$ cat config.mk
export PLATFORM = sky130hd
export DESIGN_NAME = pmc_top
export DESIGN_NICKNAME = d
export VERILOG_FILES = /design/src/rtl/pmc_pkg.sv /design/src/rtl/pmc_ctrl_reg.sv /design/src/rtl/pmc_src_switch.sv /design/src/rtl/pmc_mode_fsm.sv /design/src/rtl/pmc_top.sv
export SDC_FILE = /design/constraint.sdc
export NUM_CORES = 1
export LEC_CHECK = 0
export CAP_MARGIN = 10
export CORE_AREA = 8 8 45 47
export CTS_CLUSTER_SIZE = 20
export DETAILED_ROUTE_END_ITERATION = 8
export DIE_AREA = 0 0 53 55
export GPL_ROUTABILITY_DRIVEN = 0
export HOLD_SLACK_MARGIN = 0.08
export PLACE_DENSITY_LB_ADDON = 0.3
export SYNTH_ARGS = -nofsm -noshare
export SYNTH_HDL_FRONTEND = slang
export SYNTH_SLANG_ARGS = --single-unit
$ cat constraint.sdc
create_clock -name clk -period 1.25 [get_ports clk]
set_input_delay 0.25 -clock clk [delete_from_list [all_inputs] [get_ports clk]]
set_output_delay 0.25 -clock clk [all_outputs]
set_load 0.02 [all_outputs]
$ cat src/rtl/pmc_pkg.sv
package pmc_pkg;
  typedef enum logic [1:0] {
    SRC_NONE = 2'b00,
    SRC_PRI  = 2'b01,
    SRC_SEC  = 2'b10,
    SRC_INT  = 2'b11
  } src_e;

  typedef enum logic [1:0] {
    ST_RUN   = 2'd0,
    ST_IDLE  = 2'd1,
    ST_SLEEP = 2'd2,
    ST_WAKE  = 2'd3
  } pstate_e;

  // select field to source
  function automatic src_e decode_sel(input logic [1:0] field);
    case (field)
      2'b00:   return SRC_PRI;
      2'b01:   return SRC_SEC;
      default: return SRC_INT;
    endcase
  endfunction
endpackage

$ cat src/rtl/pmc_ctrl_reg.sv
module pmc_ctrl_reg #(
  parameter int REG_W    = 8,
  parameter int IDLE_BIT = 7,
  parameter int SEL_LSB  = 0
) (
  input  logic             clk,
  input  logic             rst_n,
  input  logic             we,
  input  logic [REG_W-1:0] wdata,
  output logic             idle_en,
  output logic [1:0]       sel_field
);
  logic [REG_W-1:0] ctl_q;

  always_ff @(posedge clk or negedge rst_n) begin
    if (!rst_n) ctl_q <= '0;
    else if (we) ctl_q <= wdata;
  end

  assign idle_en   = ctl_q[IDLE_BIT];
  assign sel_field = ctl_q[SEL_LSB+1:SEL_LSB];

  assert_hold_R5: assert property (@(posedge clk) disable iff (!rst_n)
    !we |=> $stable(ctl_q));
endmodule

$ cat src/rtl/pmc_src_switch.sv
module pmc_src_switch
  import pmc_pkg::*;
#(
  parameter int NUM_SRC = 3
) (
  input  logic               clk,
  input  logic               rst_n,
  input  logic               allow,
  input  src_e               target,
  input  logic [NUM_SRC-1:0] src_ready,
  output logic               tgt_ready,
  output src_e               active
);
  logic [NUM_SRC-1:0] hit;

  for (genvar g = 0; g < NUM_SRC; g++) begin : g_match
    assign hit[g] = (target == src_e'(2'(g + 1))) && src_ready[g];
  end

  assign tgt_ready = |hit;

  always_ff @(posedge clk or negedge rst_n) begin
    if (!rst_n) active <= SRC_PRI;
    else if (allow && tgt_ready) active <= target;
  end

  // source only moves after its ready flag was seen
  assert_switch_ready_R7: assert property (@(posedge clk) disable iff (!rst_n)
    (active != $past(active)) |-> ($past(tgt_ready) && $past(allow)));
  assert_never_none_R6: assert property (@(posedge clk) disable iff (!rst_n)
    active != SRC_NONE);
endmodule

$ cat src/rtl/pmc_mode_fsm.sv
module pmc_mode_fsm
  import pmc_pkg::*;
(
  input  logic    clk,
  input  logic    rst_n,
  input  logic    sleep_cmd,
  input  logic    wake,
  input  logic    idle_en,
  input  logic    tgt_ready,
  output pstate_e state,
  output logic    allow
);
  pstate_e nxt;

  always_comb begin
    nxt = state;
    case (state)
      ST_RUN:   if (sleep_cmd) nxt = idle_en ? ST_IDLE : ST_SLEEP;
      ST_IDLE:  if (wake) nxt = ST_RUN;
      ST_SLEEP: if (wake) nxt = tgt_ready ? ST_RUN : ST_WAKE;
      ST_WAKE:  if (tgt_ready) nxt = ST_RUN;
      default:  nxt = ST_RUN;
    endcase
  end

  assign allow = (state == ST_RUN) || (state == ST_IDLE) || (state == ST_WAKE) ||
                 ((state == ST_SLEEP) && wake);

  always_ff @(posedge clk or negedge rst_n) begin
    if (!rst_n) state <= ST_RUN;
    else state <= nxt;
  end

  assert_idle_wake_R8: assert property (@(posedge clk) disable iff (!rst_n)
    (state == ST_IDLE && wake) |=> state == ST_RUN);
  assert_leave_run_R3: assert property (@(posedge clk) disable iff (!rst_n)
    (state == ST_RUN && sleep_cmd) |=> state != ST_RUN);
  assert_sleep_hold_R10: assert property (@(posedge clk) disable iff (!rst_n)
    (state == ST_SLEEP && !wake) |=> state == ST_SLEEP);
  assert_wake_wait_R9: assert property (@(posedge clk) disable iff (!rst_n)
    (state == ST_WAKE && !tgt_ready) |=> state == ST_WAKE);
endmodule

$ cat src/rtl/pmc_top.sv
module pmc_top
  import pmc_pkg::*;
#(
  parameter int REG_W    = 8,
  parameter int IDLE_BIT = 7,
  parameter int SEL_LSB  = 0
) (
  input  logic             clk,
  input  logic             rst_n,
  input  logic             reg_we,
  input  logic [REG_W-1:0] reg_wdata,
  input  logic             sleep_cmd,
  input  logic             wake,
  input  logic [2:0]       src_ready,
  output logic             cpu_clk_en,
  output logic             per_clk_en,
  output logic [1:0]       clk_sel,
  output logic [2:0]       mode_code
);
  localparam int NUM_SRC = 3;

  logic    idle_en, tgt_ready, allow;
  logic [1:0] sel_field;
  src_e    target, active;
  pstate_e state;

  pmc_ctrl_reg #(.REG_W(REG_W), .IDLE_BIT(IDLE_BIT), .SEL_LSB(SEL_LSB)) u_reg (
    .clk(clk), .rst_n(rst_n), .we(reg_we), .wdata(reg_wdata),
    .idle_en(idle_en), .sel_field(sel_field));

  assign target = decode_sel(sel_field);

  pmc_src_switch #(.NUM_SRC(NUM_SRC)) u_sw (
    .clk(clk), .rst_n(rst_n), .allow(allow), .target(target),
    .src_ready(src_ready), .tgt_ready(tgt_ready), .active(active));

  pmc_mode_fsm u_fsm (
    .clk(clk), .rst_n(rst_n), .sleep_cmd(sleep_cmd), .wake(wake),
    .idle_en(idle_en), .tgt_ready(tgt_ready), .state(state), .allow(allow));

  logic clocked;
  assign clocked    = (state == ST_RUN) || (state == ST_IDLE);
  assign cpu_clk_en = (state == ST_RUN);
  assign per_clk_en = clocked;
  assign clk_sel    = clocked ? active : SRC_NONE;
  assign mode_code  = clocked ? {state == ST_IDLE, active} : 3'b000;

  assert_cpu_needs_per_R2: assert property (@(posedge clk) disable iff (!rst_n)
    cpu_clk_en |-> per_clk_en);
  assert_sleep_no_src_R4: assert property (@(posedge clk) disable iff (!rst_n)
    !per_clk_en |-> (clk_sel == 2'b00 && mode_code == 3'b000));
  assert_idle_code_R3: assert property (@(posedge clk) disable iff (!rst_n)
    (per_clk_en && !cpu_clk_en) |-> mode_code[2]);
endmodule

==> metrics.log <==
INFO  metric worst-r2r-cell-count = 4
INFO  metric syn2layout_area_growth = 64.44%
INFO  metric path_class = register to primary output
INFO  metric post-route-drc-count = 0
INFO  metric synth.net_count = 56
INFO  metric drt.antenna.violating_nets = 0
INFO  metric required = 1.00 ns
INFO  metric post-cts-setup-buffer-count = 0
INFO  metric io_buffer_count = 17
INFO  metric diodes = 0
INFO  metric synth.top_cell.area_share = 36.47%
INFO  metric dpl.cell_count = 77
INFO  metric clk_latency = 0.25 ns
INFO  metric power.static_leakage = 0.0002862 µW
INFO  metric cp_delay_by_family_top = flip-flops
INFO  metric post_synth_main_area_contributors = dfrtp_1, mux2_2, dfstp_2, and2b_2, nor3b_1
INFO  metric grt_pass1_vias = between 300 and 400
INFO  metric hold_class = input pin to asynchronous set/reset pin
INFO  metric chipHeight = 55 µm
INFO  metric tritoncts_num_sinks = 7
INFO  metric drt_iter0_markers = 3
INFO  metric synth_seq_cells = 7
INFO  metric path_cells = and2b_2 -> buf_6
INFO  metric max_clock_freq = 0.7713 GHz
INFO  metric rows = 14
INFO  metric number_of_setup_violations_in_the_final_report = 5
INFO  metric layout_min_cycle_time = around 1.3 ns
INFO  metric htree_levels = 1
INFO  metric io_pins = 23
INFO  metric power_frac_comb = roughly 60%
INFO  metric worst_setup_hold_path_clk_slew = 0.05 ns
INFO  metric core_area = between 0.001 and 0.0015 mm²
INFO  metric grt_pass1_wl = approximately 1.5 mm
INFO  metric run_status = finished with violations
INFO  metric p_int = roughly 910 µW
INFO  metric cp_data_arrival_time = 1.05 ns
INFO  metric number_of_enable_type_register_cells_in_the_synthesized_netlist = 0
INFO  metric drt-wirelength-per-cell = around 11 µm
INFO  metric post-route-worst-setup-slack = -0.04644 ns
INFO  metric power_switching = about 530 µW
INFO  metric detailedPlacementHpwl = 742.8 µm
INFO  metric yosysSeqAreaShare = 42.86%
INFO  metric grt_antenna_before_repair = 0
INFO  metric route.final.wire_length = 930 µm
INFO  metric ir_worst_vdd = 748.7 µV
INFO  metric hold_viol = 0
INFO  metric hold_ws = 0.2642 ns
INFO  metric overall_overflow_remaining_after_global_route = 0
INFO  metric floorplan.die_area = between 0.002 and 0.003 mm²
INFO  metric critPathMaxFanout = 2
INFO  metric finalCritPeriodShare = 103.7%
INFO  metric fp.dieW = 53 µm
INFO  metric maximum_number_of_pins_on_one_net_before_global_route_repair = 8
INFO  metric post-synth-top-area-cell = dfrtp_1
INFO  metric cts_buffers = 3
INFO  metric async_flop_share = 100.0%
INFO  metric finish.net_count = between 80 and 90
INFO  metric initial_utilization = 29.75%
INFO  metric postSynth.topFlopCell = dfrtp_1
INFO  metric slowest_delay = 0.52 ns
INFO  metric dr_total_vias = between 300 and 400
INFO  metric violated_checks = setup timing
INFO  metric drv.max_cap_violation_count = 0
INFO  metric drtPass1Iterations = 2
INFO  metric worst-slew-pin-transition = roughly 0.31 ns
INFO  metric worstSetupEndpointType = primary output
INFO  metric total_of_warnings_raised_by_yosys = 0
INFO  metric clockRootBuffer = clkbuf_4
INFO  metric worst_path_max_delay_cell = dfstp_2
INFO  metric final_layout_size_suffix_gt1_share = 46.15%
INFO  metric share_clk_of_total_power = 14.2%
INFO  metric worst-path-buf-inv = 1
INFO  metric power.density = 2121 mW/mm²
INFO  metric final.fill_count = 147
INFO  metric critical_path_cell_count = 2
INFO  metric cts_max_path_buffers = 2
INFO  metric stdcell_count = 81
INFO  metric detail_route.vias_per_cell = 4.407
INFO  metric synthesis.area = slightly above 400 µm²
INFO  metric netSwitchingFraction = 36.69%
INFO  metric worstSetupStartpointType = register
INFO  metric seq_power_share = 25.5%
INFO  metric final.setup.tns = -0.1690 ns
INFO  metric most-common-layout-cells = clkdlybuf4s50_1, buf_6, buf_4
INFO  metric slew-limit-headroom = 78.92%
INFO  metric yosysUniqueCellTypes = 22
INFO  metric power.total = 1436 µW
INFO  metric final_skew = 0.001418 ns
INFO  metric fin_util = 48.92%
INFO  metric grt_setup_unrepaired = true
INFO  metric layout.cells.most_common = clkdlybuf4s50_1
INFO  metric syn-instance-count = 40
INFO  metric grtUsageTotal = 6.861%
INFO  metric final_max_slew_viol_count = 0
INFO  metric syn_area_per_cell = between 10 and 15 µm²
INFO  metric cts_tree = built
cell type report:
class,instances,area (µm²),area share (%)
inverters,1,3.754,0.5545
multi-input cells,29,220.2,32.53
flip-flops and latches,7,177.7,26.25
clock buffers,4,26.28,3.882
well taps,16,20.02,2.957
repair buffers,24,229.0,33.83
power groups by stage:
stage / Combinational, µW / Sequential (µW) / Clock [µW]
after floorplan: 490 / 357 / 0
after global routing: 934 / 379 / 226
after CTS: 831 / 360 / 213
after global placement: 809 / 360 / 0
final: 865 / 367 / 204
after detailed placement: 816 / 362 / 0
layer usage:
layer	vias up	track usage, %	routed length, µm
li1	190	-	-
met1	153	7.846	427
met4	0	5.172	0
met3	0	1.872	78
met5	-	0	0
met2	14	10.74	423
timing repair:
item / 4_1_cts / 5_1_grt
gates cloned: 0 / 0
hold buffers: 0 / 0
setup endpoints to repair: 8 / 9
hold endpoints to repair: 0 / 0
pin swaps: 0 / 3
resized for setup: 37 / 9
cells by family (layout without fill, tap and decap cells):
| family | after synthesis | after routing | synth area share [%] |
|---|---|---|---|
| simple gates | 19 | 19 | 29.18 |
| flops | 7 | 7 | 42.86 |
| buf+inv | 4 | 29 | 7.293 |
| compound gates | 6 | 6 | 10.03 |
| mux | 4 | 4 | 10.64 |
path summary, 6_finish.rpt:
path	start	to	slack (ns)
setup / recovery	u_sw.active[0]	clk_sel[0]	-0.05
hold / removal	rst_n	u_reg.ctl_q[1]	0.26
setup reg to reg	u_fsm.state[0]	u_sw.active[1]	0.03
hold reg to reg	u_reg.ctl_q[7]	u_reg.ctl_q[7]	0.54
max in group asynchronous	rst_n	u_sw.active[0]	0.70
min in group clk	u_reg.ctl_q[7]	u_reg.ctl_q[7]	0.54
worst reg2reg max path, cell delays in order (launching register included):
cell,delay (ns)
dfrtp_1,0.39
buf_6,0.14
or3b_4,0.38
a21oi_2,0.13
a211oi_1,0.06
per-stage QoR:
| stage | setup WS [ns] | area, µm² |
|---|---|---|
| CTS | -0.06205 | 656.9 |
| detailed placement | -0.2480 | 628.1 |
| floorplan | 0.09158 | 411.6 |
| finish | -0.04644 | 676.9 |
| global route | -0.08357 | 676.9 |
| global placement | -0.2419 | 628.1 |
flip-flops by register name, summed over array words and instances (netlist names):
name	flops
u_fsm.state	2
u_reg.ctl_q	3
u_sw.active	2
synth_stat cells (2+ instances only):
library cell,number
a21oi_1,2
and2_1,2
and2b_2,3
buf_4,2
dfrtp_1,6
mux2_2,3
nor2_1,3
nor3_1,3
nor3b_1,3
Note: power is estimated with default switching activity, not from simulation.
